$ cat src/rtl/pcla_pkg.sv
package pcla_pkg;
  localparam int unsigned GRP_W  = 4;   // bits per group
  localparam int unsigned CLU_G  = 4;   // groups per cluster

  function automatic logic bit_gen(input logic x, input logic y);
    return x & y;
  endfunction

  function automatic logic bit_xmit(input logic x, input logic y);
    return x | y;
  endfunction

  function automatic logic bit_half(input logic x, input logic y);
    return x ^ y;
  endfunction

  // carry-in-free pseudo-carry out of a 4-bit group (fan-in 4 per term)
  function automatic logic grp_pseudo(input logic [3:0] g, input logic [3:0] t);
    return g[3] | g[2] | (t[2] & g[1]) | (t[2] & t[1] & g[0]);
  endfunction

  // group transmit, shifted down by one position
  function automatic logic grp_xmit(input logic [3:0] t, input logic t_below);
    return t[2] & t[1] & t[0] & t_below;
  endfunction
endpackage

$ cat src/rtl/pcla_group.sv
module pcla_group
  import pcla_pkg::*;
(
  input  logic [3:0] g,
  input  logic [3:0] t,
  input  logic [3:0] p,
  input  logic       t_below,
  input  logic       h_in,
  output logic       gh,
  output logic       gt,
  output logic [3:0] s
);
  logic [3:0] t_lo;
  logic [4:0] h_int;

  assign t_lo     = {t[2:0], t_below};
  assign h_int[0] = h_in;
  assign gh       = grp_pseudo(g, t);
  assign gt       = grp_xmit(t, t_below);

  for (genvar j = 0; j < 4; j++) begin : g_bit
    assign h_int[j+1] = g[j] | (t_lo[j] & h_int[j]);
    assign s[j]       = p[j] ^ (t_lo[j] & h_int[j]);
  end
endmodule

$ cat src/rtl/pcla_la4.sv
module pcla_la4 (
  input  logic [3:0] gh,
  input  logic [3:0] gt,
  input  logic       h_in,
  output logic [3:0] h_grp,
  output logic       ch,
  output logic       ct
);
  always_comb begin
    for (int m = 0; m < 4; m++) begin
      logic v;
      logic tp;
      v = 1'b0;
      for (int j = 0; j < m; j++) begin
        tp = 1'b1;
        for (int k = j + 1; k < m; k++) tp = tp & gt[k];
        v = v | (gh[j] & tp);
      end
      tp = 1'b1;
      for (int k = 0; k < m; k++) tp = tp & gt[k];
      h_grp[m] = v | (tp & h_in);
    end
  end

  assign ch = gh[3] | (gt[3] & gh[2]) | (gt[3] & gt[2] & gh[1]) |
              (gt[3] & gt[2] & gt[1] & gh[0]);
  assign ct = &gt;
endmodule

$ cat src/rtl/pcla_adder.sv
module pcla_adder
  import pcla_pkg::*;
#(
  parameter int unsigned WIDTH = 32
) (
  input  logic [WIDTH-1:0] a,
  input  logic [WIDTH-1:0] b,
  input  logic             cin,
  output logic [WIDTH-1:0] sum,
  output logic             cout
);
  localparam int unsigned NGRP = WIDTH / GRP_W;
  localparam int unsigned NCL  = NGRP / CLU_G;

  logic [WIDTH-1:0] g, t, p, t_lo;
  logic [NGRP-1:0]  gh, gt;
  logic [NGRP:0]    h_bnd;
  logic [NCL:0]     h_cl;
  logic [NCL-1:0]   ch, ct;

  for (genvar i = 0; i < WIDTH; i++) begin : g_bits
    assign g[i] = bit_gen(a[i], b[i]);
    assign t[i] = bit_xmit(a[i], b[i]);
    assign p[i] = bit_half(a[i], b[i]);
  end

  // virtual bit -1 carries cin as its transmit
  assign t_lo = {t[WIDTH-2:0], cin};

  for (genvar k = 0; k < NGRP; k++) begin : g_grp
    pcla_group u_grp (
      .g       (g[GRP_W*k +: GRP_W]),
      .t       (t[GRP_W*k +: GRP_W]),
      .p       (p[GRP_W*k +: GRP_W]),
      .t_below (t_lo[GRP_W*k]),
      .h_in    (h_bnd[k]),
      .gh      (gh[k]),
      .gt      (gt[k]),
      .s       (sum[GRP_W*k +: GRP_W])
    );
  end

  assign h_cl[0] = cin;

  for (genvar c = 0; c < NCL; c++) begin : g_clu
    pcla_la4 u_la (
      .gh    (gh[CLU_G*c +: CLU_G]),
      .gt    (gt[CLU_G*c +: CLU_G]),
      .h_in  (h_cl[c]),
      .h_grp (h_bnd[CLU_G*c +: CLU_G]),
      .ch    (ch[c]),
      .ct    (ct[c])
    );
    assign h_cl[c+1] = ch[c] | (ct[c] & h_cl[c]);
  end

  assign h_bnd[NGRP] = h_cl[NCL];
  assign cout        = t[WIDTH-1] & h_bnd[NGRP];
endmodule

$ cat config.mk
export PLATFORM = sky130hd
export DESIGN_NAME = pcla_adder
export DESIGN_NICKNAME = d
export VERILOG_FILES = /design/src/rtl/pcla_pkg.sv /design/src/rtl/pcla_group.sv /design/src/rtl/pcla_la4.sv /design/src/rtl/pcla_adder.sv
export SDC_FILE = /design/constraint.sdc
export NUM_CORES = 1
export LEC_CHECK = 0
export BUFFER_PORTS_ARGS = -buffer_cell sky130_fd_sc_hd__buf_4
export CORE_UTILIZATION = 25
export DETAILED_ROUTE_END_ITERATION = 16
export MAX_ROUTING_LAYER = met4
export PLACE_DENSITY = 0.5
export SLEW_MARGIN = 20
export SYNTH_ARGS = -nofsm -noshare
export SYNTH_HDL_FRONTEND = slang
export SYNTH_SLANG_ARGS = --single-unit
$ cat constraint.sdc
create_clock -name vclk -period 3.9
set_clock_uncertainty 0.05 [all_clocks]
set_input_delay 0.39 -clock vclk [all_inputs]
set_output_delay 0.39 -clock vclk [all_outputs]
set_load 0.01 [all_outputs]
# == After elaboration in Yosys (flattened, before gate mapping) ==
# Cells that the tools add are included.
# word_totals
ff_bits,0
latch_bits,0
ram_bits,0
rom_bits,0
in_bits,65
output_inout_bits,33
word_cells,300
memories,0
# op_classes
addsub,0
n_mul,0
n_div,0
magnitude_cmp,0
n_eq_ne,0
n_shift,0
n_mux,0
bitwise,298
reduce_logical,2
# ops
operator,n
1-bit AND,134
1-bit OR,100
1-bit bitwise XOR,64
4-bit AND reduction,2

# == Logic depth before layout (Yosys ltp) ==
# Gate-level depths: netlist (run 1).
# depth
ltp_word,19
mapped_depth,12
ltp_nobuf,12

# == Cells and area by module ==
# From an unflattened synthesis (run 1), not the netlist that was laid out.
# hier_totals
cells_unflattened,338
area_unflattened_um2,2237.1
# modules_own_cells
module,instances,cells_per_inst,area_each_um2,seq_area_each_um2
pcla_adder,1,164,1196.1,0.0
pcla_group,8,19,113.9,0.0
pcla_la4,2,11,65.1,0.0

# == Worst setup path after synthesis (run 1) ==
# OpenSTA, ideal clock, no wires.
# synth_timing
path_type,input-to-output
start,input port a[9]
end,output port sum[31]
arrival_ns,3.498
t_required_ns,3.460
path_slack_ns,-0.038
stages,11
n_path_buf,0
cell_sequence,ha_1 -> nor2b_1 -> or4_1 -> a2111o_1 -> a21oi_2 -> a2111oi_4 -> a31o_1 -> fa_1 -> fa_1 -> fa_1 -> xor2_1
# synth_via
elab_chain_len,19
elab_cells_between_ends,30
classes_between,bitwise: 29; reduce/logical: 1
# synth_lines
element,line_no,text
from (decl),pcla_adder.sv:6,"input logic [WIDTH-1:0] a,"
1-bit AND / 1-bit OR (equally long branches),"pcla_pkg.sv:6, pcla_pkg.sv:10",
"1-bit AND, on equally long branches","pcla_pkg.sv:19, pcla_pkg.sv:24",
"1-bit OR, or another cell as far along",pcla_pkg.sv:19,return g[3] | g[2] | (t[2] & g[1]) | (t[2] & t[1] & g[0]);
1-bit OR / 1-bit AND (equally long branches),"pcla_pkg.sv:19, pcla_pkg.sv:24",
"1-bit AND, on equally long branches","pcla_la4.sv:25, pcla_la4.sv:26",
"1-bit OR, or another cell as far along",pcla_la4.sv:25,assign ch = gh[3] | (gt[3] & gh[2]) | (gt[3] & gt[2] & gh[1]) |
1-bit OR / 1-bit AND (equally long branches),"pcla_la4.sv:25, pcla_la4.sv:26",
1-bit OR,pcla_la4.sv:25,
[... 3 more ...],-,
1-bit AND (*),pcla_group.sv:22,assign h_int[j+1] = g[j] | (t_lo[j] & h_int[j]);
1-bit OR (*),pcla_group.sv:22,
1-bit AND (*),pcla_group.sv:22,
1-bit OR (*),pcla_group.sv:22,
1-bit AND (*),pcla_group.sv:22,
1-bit OR (*),pcla_group.sv:22,
1-bit AND (*),-,
1-bit bitwise XOR (*),pcla_group.sv:23,assign s[j] = p[j] ^ (t_lo[j] & h_int[j]);
to (decl),pcla_adder.sv:9,"output logic [WIDTH-1:0] sum,"
# Mark *: on every way between the ends. The rest lies on a longest branch, timed or not.

# == Worst setup path after layout (run 1) ==
# layout_timing
start,input port b[10]
end,output port sum[27]
# layout_via
elab_chain_len,19
elab_cells_between_ends,31
classes_between,bitwise: 30; reduce/logical: 1
# layout_lines
element,line_no,text
from (decl),pcla_adder.sv:7,"input logic [WIDTH-1:0] b,"
1-bit AND / 1-bit OR (equally long branches),"pcla_pkg.sv:6, pcla_pkg.sv:10",
"1-bit OR, or another cell as far along (2 in a row)",pcla_pkg.sv:19,
1-bit OR / 1-bit AND (equally long branches),"pcla_pkg.sv:19, pcla_pkg.sv:24",
"1-bit AND, on equally long branches","pcla_la4.sv:25, pcla_la4.sv:26",
"1-bit OR, or another cell as far along",pcla_la4.sv:25,
1-bit OR / 1-bit AND (equally long branches),"pcla_la4.sv:25, pcla_la4.sv:26",
1-bit OR,pcla_la4.sv:25,
1-bit OR (*),pcla_adder.sv:54,assign h_cl[c+1] = ch[c] | (ct[c] & h_cl[c]);
[... 2 more ...],-,
1-bit AND (*),pcla_group.sv:22,
1-bit OR (*),pcla_group.sv:22,
1-bit AND (*),pcla_group.sv:22,
1-bit OR (*),pcla_group.sv:22,
1-bit AND (*),pcla_group.sv:22,
1-bit OR (*),pcla_group.sv:22,
1-bit AND (*),-,
1-bit bitwise XOR (*),pcla_group.sv:23,
# Marked as above.

==> flow_summary.json, run 1 <==
{
  "first_iter_violations": 9,
  "p_total_w": 0.000430,
  "synth.yosys.seq_area_share": 0,
  "finalNetCount": 492,
  "seq_cell_count": 0,
  "swShare": 0.454,
  "die_area_um2": 8330,
  "grt_pass1_wl_um": 7190,
  "worst_slack_ns": -0.0601,
  "core.rowCount": 32,
  "utilization": 0.408,
  "p_per_area_nw_per_um2": 137,
  "start_util": 0.258,
  "globalRouteOverflowTotal": 0,
  "cp.required_ns": 3.46,
  "dr.pass1.iters": 4,
  "syn_area_per_cell_um2": 9.01,
  "antenna_left": 0,
  "setup_viol": 4,
  "comb_power_share": 1.000,
  "yosys.area.top_type": "ha_1",
  "violations": "negative setup slack",
  "cp_max_fo": 3,
  "synthTopCellsByArea": "ha_1 (40%), fa_1 (24%), inv_1 (14%)",
  "synth_cells": 221,
  "drc": 0,
  "seqCellArea_um2": 0,
  "cts_hold_buf": 0,
  "grt_max_degree": 4,
  "crit_top_cell": "fa_2",
  "hold_ws_ns": 1.09,
  "netlist_area_um2": 1990,
  "core-area_um2": 7730,
  "antenna_found_initial": 0,
  "wl_per_cell_um": 9.82,
  "die_y_um": 91.3,
  "yosysWarnings": 0,
  "yosysUniqueCellTypes": 31,
  "slowest_delay_ns": 0.48,
  "fmax_ghz": 0.253,
  "syn_nets": 374,
  "path_cells": "buf_8 -> inv_4 -> ha_4 -> nor2b_4 -> or4_4 -> a2111o_1 -> a21oi_4 -> a2111oi_4 -> o21ba_1 -> fa_2 -> fa_2 -> fa_2 -> xor2_1 -> buf_4",
  "gp_congestion": 0.757,
  "fin_crit_ns": 3.96,
  "dp.cells": 437,
  "cp.arrival_ns": 3.52,
  "p_int_w": 0.000235,
  "stdcell_count": 439,
  "numPortBuffers": 98,
  "yosys-top-cells-count": "inv_1 (74), ha_1 (64), fa_1 (24)",
  "yosysMostFrequentCell": "inv_1",
  "cp_slowest_cell": "or4_4",
  "endpoint_kind": "primary output",
  "io_pins": 98,
  "start_kind": "input port",
  "path_class": "in2out",
  "vdd_drop_max_v": 0.0000626,
  "grt_usage": 0.104,
  "drive_gt1_frac": 0.433,
  "finalHoldViolations": 0,
  "routed_wl_um": 4310,
  "area_growth_pct": 58.1,
  "hpwl_um": 4040,
  "num-fill-cells": 791,
  "num_vias": 1725,
  "synth_top_area_frac": 0.402,
  "grt_setup_unrepaired": "yes",
  "outcome": "finished, violations left",
  "max_slew_margin": 0.687,
  "grt_pass1_vias": 1731,
  "vias_per_cell": 3.93,
  "clock_buffers": 0,
  "fin_crit_sh": 1.02,
  "slew_viol_final": 0,
  "power.switching_w": 0.000195,
  "min_path_type": "in2out",
  "maxCapViolCount": 0,
  "cellLeakagePower_nw": 1.76,
  "worst_slew_pin_slew_ns": 0.465,
  "power_frac_seq": 0,
  "die_x_um": 91.3,
  "antennaDiodeCount": 0,
  "pre_cts_ws_ns": -0.378,
  "clkPwrFrac": 0
}
-- placed cells by master (no fill, tap or decap), types with 2 or more instances in the layout --
cell and instances:
nand2b_1 3, or4_4 2, inv_4 2, a21oi_1 8, a31o_1 2, buf_6 4
nor3_1 4, nor2_1 9, ha_4 4, nor4_1 2, ha_1 59, fa_2 10
inv_1 72, buf_4 110, buf_8 2, xor2_1 7, fa_1 14
-- final timing paths --
path / start / endpoint / slack [ns] / depth (start not counted)
worst min-delay path: b[12] / sum[12] / 1.09 / 3
worst max-delay path: b[10] / sum[27] / -0.06 / 14
-- critical path: cells and delay by family --
kind                     cells  cell delay, ns
adder cells (fa/ha/maj)      4            1.24
AO/OA/AOI/OAI                4            0.93
buffers and inverters        3            0.29
XOR/XNOR                     1            0.14
AND/OR/NAND/NOR              2            0.52
-- power groups by stage --
stage          clock [W]  combinational, W  sequential [W]
2_1_floorplan          0          0.000201               0
3_3_place_gp           0          0.000412               0
3_5_place_dp           0          0.000413               0
4_1_cts                0          0.000433               0
5_1_grt                0          0.000483               0
6_report               0          0.000430               0
-- metrics by stage --
step           TNS [ns]  cell area (um2)
3_3_place_gp      -1.46             2980
2_1_floorplan         0             2000
3_5_place_dp      -1.52             2980
4_1_cts          -0.371             3100
5_1_grt          -0.560             3150
6_report         -0.180             3150
-- layout make-up --
type	instances	area, um2	area share
repair buffers	116	901	0.286
multi-input cells	147	1840	0.584
well taps	102	128	0.0405
inverters	74	283	0.0898
-- per-layer routing --
| layer | part of all wire | wire length (um) | global-route usage |
|---|---|---|---|
| met1 | 0.42 | 1790 | 0.120 |
| met2 | 0.50 | 2170 | 0.198 |
| met3 | 0.081 | 350 | 0.0209 |
| met4 | 0 | 0 | 0 |
| met5 | 0 | 0 | - |
-- logic make-up after synthesis --
group	synth area share
adder cells (fa/ha/maj)	0.643
XOR/XNOR	0.0352
buffers and inverters	0.139
AO/OA/AOI/OAI	0.0873
AND/OR/NAND/NOR	0.0948
-- timing repair --
action / CTS / global route
pin swaps: 10 / 9
setup buffers: 1 / 1
setup endpoints to repair: 7 / 6
gates resized for setup: 28 / 10
(Power assumes the default switching activity.)
==> run 2, diff against run 1 <==
==> constraint.sdc (replaced) <==
create_clock -name vclk -period 3.5
set_clock_uncertainty 0.05 [all_clocks]
set_input_delay 0.35 -clock vclk [all_inputs]
set_output_delay 0.35 -clock vclk [all_outputs]
set_load 0.01 [all_outputs]
==> run 2 against run 1 <==
The run still ends with negative setup slack left; routed wire length rose by 9.2%; worst hold slack got worse by 0.072 ns; count of clock-buffer cells in the layout did not move; non-clock buffer count rose by 23; global-route usage rose by 1.2 points; design area rose by 6.1%; largest cell class unchanged.
==> flow_summary.json, run 2 (same netlist as run 1, synthesis figures left out) <==
{
  "endpoint_kind": "primary output",
  "area_growth_pct": 67.7,
  "vdd_drop_max_v": 0.0000754,
  "first_iter_violations": 14,
  "worst_slack_ns": -0.378,
  "die_area_um2": 8330,
  "path_cells": "buf_8 -> ha_4 -> nor2b_4 -> or4_4 -> a2111o_1 -> a21oi_2 -> a2111oi_4 -> a31o_1 -> fa_2 -> fa_2 -> fa_2 -> xor2_2 -> buf_4",
  "fmax_ghz": 0.258,
  "setup_viol": 10,
  "vias_per_cell": 3.87,
  "routed_wl_um": 4710,
  "start_kind": "input port",
  "min_path_type": "in2out",
  "cp_slowest_cell": "or4_4",
  "antenna_left": 0,
  "path_class": "in2out",
  "core-area_um2": 7730,
  "io_pins": 98,
  "antenna_found_initial": 0,
  "grt_pass1_wl_um": 7890,
  "fin_crit_sh": 1.11,
  "p_per_area_nw_per_um2": 155,
  "fin_crit_ns": 3.88,
  "numPortBuffers": 98,
  "seqCellArea_um2": 0,
  "clock_buffers": 0,
  "grt_setup_unrepaired": "yes",
  "cts_hold_buf": 0,
  "seq_cell_count": 0,
  "final_cell_mix": "buf_4 (129), inv_1 (72), ha_1 (59)",
  "core.rowCount": 32,
  "grt_max_degree": 4,
  "max_slew_margin": 0.666,
  "final_common_cell": "buf_4",
  "worst_slew_pin_slew_ns": 0.496,
  "cp_max_fo": 3,
  "num_vias": 1789,
  "slew_viol_final": 0,
  "slowest_delay_ns": 0.48,
  "maxCapViolCount": 0,
  "multi_input_area_um2": 1850,
  "dp.cells": 460,
  "violations": "negative setup slack",
  "cp.required_ns": 3.10,
  "num-fill-cells": 798,
  "finalHoldViolations": 0,
  "dr.pass1.iters": 4,
  "gp_congestion": 0.766,
  "globalRouteOverflowTotal": 0,
  "grt_usage": 0.116,
  "die_x_um": 91.3,
  "hpwl_um": 4500,
  "crit_top_cell": "fa_2",
  "antennaDiodeCount": 0,
  "die_y_um": 91.3,
  "critical_path_buf_inv_count": 2,
  "start_util": 0.258,
  "stdcell_count": 462,
  "drive_gt1_frac": 0.497,
  "cellLeakagePower_nw": 1.87,
  "cp.arrival_ns": 3.48,
  "grt_pass1_vias": 1930,
  "wl_per_cell_um": 10.2,
  "drc": 0,
  "p_total_w": 0.000518,
  "path_delay_family": "adder cells",
  "outcome": "finished, violations left",
  "finalNetCount": 515
}
run 2: final cells by class:
type,count,area share
Tap cell,102,0.0382
Multi-Input combinational cell,147,0.554
Inverter,74,0.0831
Timing Repair Buffer,139,0.325
run 2: where the power goes:
| group | switching, W | internal (W) | leakage (nW) |
|---|---|---|---|
| Sequential | 0 | 0 | 0 |
| Combinational | 0.000227 | 0.000291 | 1.87 |
| Clock | 0 | 0 | 0 |
run 2: stage by stage:
step	util	setup WS [ns]	area, um2	hold slack (ns)	setup TNS, ns
4_1_cts	0.427	-0.472	3300	1.02	-3.25
3_5_place_dp	0.415	-0.508	3210	1.02	-4.02
2_1_floorplan	-	-0.153	2050	0.838	-0.508
5_1_grt	0.432	-0.480	3340	1.04	-3.36
3_3_place_gp	0.415	-0.496	3210	1.02	-3.86
6_report	0.432	-0.378	3340	1.02	-2.18
run 2: final timing paths:
kind / start / slack [ns] / endpoint / cells after the start
worst max-delay path: a[9] / -0.38 / sum[31] / 13
worst min-delay path: b[5] / 1.02 / sum[5] / 3
run 2: timing repair:
action | CTS | global route
setup endpoints to repair | 14 | 14
setup buffers | 2 | 0
resized for setup | 24 | 8
pin swaps | 11 | 8
run 2: worst min-delay path, cell delays in order:
cell and delay (ns):
buf_4 0.10, fa_1 0.15, buf_4 0.11
run 2: layer usage:
metal	global-route usage	share of wire	up-vias
li1	-	-	932
met1	0.135	0.41	799
met2	0.222	0.52	58
met3	0.0176	0.069	0
met4	0	0	0
met5	-	0	-
==> run 3, diff against run 2 <==
--- a/config.mk
+++ b/config.mk
@@ -9,7 +9,7 @@
 export CORE_UTILIZATION = 25
 export DETAILED_ROUTE_END_ITERATION = 16
 export MAX_ROUTING_LAYER = met4
-export PLACE_DENSITY = 0.5
+export PLACE_DENSITY = 0.48
 export SLEW_MARGIN = 20
 export SYNTH_ARGS = -nofsm -noshare
 export SYNTH_HDL_FRONTEND = slang
==> constraint.sdc (replaced) <==
create_clock -name vclk -period 4.9
set_clock_uncertainty 0.05 [all_clocks]
set_input_delay 0.49 -clock vclk [all_inputs]
set_output_delay 0.49 -clock vclk [all_outputs]
set_load 0.01 [all_outputs]
==> run 3 against run 2 <==
Combinational power shrank 40%; utilization fell by 6.3 points; sequential share of layout area stayed put; critical endpoint unchanged; setup slack improved by 0.81 ns; critical path depth is the same; die area is the same; flip-flop and latch count is the same; via count decreased by 9.4%; largest power group unchanged; global-route usage down 1.4 points; worst hold slack better by 0.27 ns; the run ends with design-rule violations left.
==> flow_summary.json, run 3 (same netlist as run 1, synthesis figures left out) <==
{
  "setup_viol": 0,
  "grt_pass1_vias": 1659,
  "wl_per_cell_um": 9.62,
  "place_area_um2": 2860,
  "endpoint_kind": "primary output",
  "startpoint": "a[9]",
  "path_cells": "buf_4 -> ha_1 -> nor2b_1 -> or4_1 -> a2111o_1 -> a21oi_2 -> a2111oi_4 -> a31o_1 -> fa_1 -> fa_1 -> fa_1 -> xor2_1 -> buf_4",
  "path_delay_family": "adder cells",
  "final_common_cell": "buf_4",
  "gp_congestion": 0.771,
  "die_y_um": 91.3,
  "critical_path_buf_inv_count": 2,
  "core-area_um2": 7730,
  "utilization": 0.369,
  "area_growth_pct": 43.3,
  "antenna_found_initial": 0,
  "grt_max_degree": 4,
  "finalNetCount": 474,
  "seq_cell_count": 0,
  "routed_wl_um": 4050,
  "cts_hold_buf": 0,
  "fin_crit_sh": 0.912,
  "grt_usage": 0.102,
  "cellLeakagePower_nw": 1.67,
  "cp.arrival_ns": 3.93,
  "start_kind": "input port",
  "antennaDiodeCount": 0,
  "fmax_ghz": 0.224,
  "cp_max_fo": 3,
  "die_area_um2": 8330,
  "num_vias": 1621,
  "core.rowCount": 32,
  "globalRouteOverflowTotal": 0,
  "drc": 1,
  "dr.pass1.iters": 10,
  "grt_pass1_wl_um": 7040,
  "die_x_um": 91.3,
  "ctsResizeCount": 0,
  "endpoint": "sum[31]",
  "violations": "design-rule violations",
  "first_iter_violations": 13,
  "drive_gt1_frac": 0.329,
  "hold_ws_ns": 1.29,
  "maxCapViolCount": 0,
  "numPortBuffers": 98,
  "max_slew_margin": 0.613,
  "cp.required_ns": 4.36,
  "antenna_left": 0,
  "fin_crit_ns": 4.47,
  "start_util": 0.258,
  "postCtsSetupBuffers": 0,
  "hpwl_um": 3970,
  "cp_num_cells": 13,
  "worst_slew_pin_slew_ns": 0.565,
  "slowest_delay_ns": 0.51,
  "final_cell_mix": "buf_4 (98), inv_1 (74), ha_1 (64)",
  "slew_viol_final": 0,
  "min_path_type": "in2out",
  "finish.instance_area_um2": 2860,
  "setup-tns-final_ns": 0,
  "crit_top_cell": "fa_1",
  "p_per_area_nw_per_um2": 109,
  "clock_buffers": 0,
  "vias_per_cell": 3.85,
  "seqCellArea_um2": 0,
  "finalHoldViolations": 0,
  "io_pins": 98,
  "outcome": "finished, violations left",
  "path_class": "in2out",
  "vdd_drop_max_v": 0.0000538,
  "num-fill-cells": 806,
  "cp_slowest_cell": "or4_1",
  "grt_setup_unrepaired": "no"
}
## run 3: changes by cell type in the layout (fill, tap and decap cells not counted), moves of 3 or more
| cell | before | now |
|---|---|---|
| buf_4 | 129 | 98 |
| fa_1 | 8 | 24 |
| fa_2 | 16 | 0 |
| buf_6 | 9 | 0 |
| ha_1 | 59 | 64 |
| ha_4 | 3 | 0 |
| xor2_1 | 5 | 8 |
| xor2_2 | 3 | 0 |
## run 3: worst min-delay path by stage
stage | start | to | slack, ns | depth (start not counted)
2_1_floorplan | b[10] | sum[10] | 1.12 | 1
3_3_place_gp | b[10] | sum[10] | 1.29 | 3
6_report | b[10] | sum[10] | 1.29 | 3
5_1_grt | b[10] | sum[10] | 1.31 | 3
3_5_place_dp | b[10] | sum[10] | 1.29 | 3
4_1_cts | b[10] | sum[10] | 1.29 | 3
## run 3: cell type report
| type | instances | area [um2] | share of cell area |
|---|---|---|---|
| Multi-Input combinational cell | 147 | 1710 | 0.600 |
| Tap cell | 102 | 128 | 0.0447 |
| Inverter | 74 | 278 | 0.0973 |
| Timing Repair Buffer | 98 | 736 | 0.258 |
## run 3: through the flow
stage               cells  setup slack (ns)  power [W]
floorplan             221             0.762   0.000158
global placement      421             0.442   0.000315
detailed placement    421             0.424   0.000316
CTS                   421             0.411   0.000318
global route          421             0.282   0.000349
finish                421             0.430   0.000310
## run 3: routing by layer
layer | wire length [um] | global-route usage
met2 | 1960 | 0.181
met3 | 367 | 0.0209
met1 | 1720 | 0.127
met4 | 0 | 0
met5 | 0 | -
## run 3: where the power goes
group	internal [W]	switching, W	total [W]	leakage (nW)
Sequential	0	0	0	0
Combinational	0.000165	0.000145	0.000310	1.67
Clock	0	0	0	0
## run 3: tightest hold or removal path, cell delays in order
cell and delay, ns:
buf_4 0.10, fa_1 0.15, buf_4 0.11
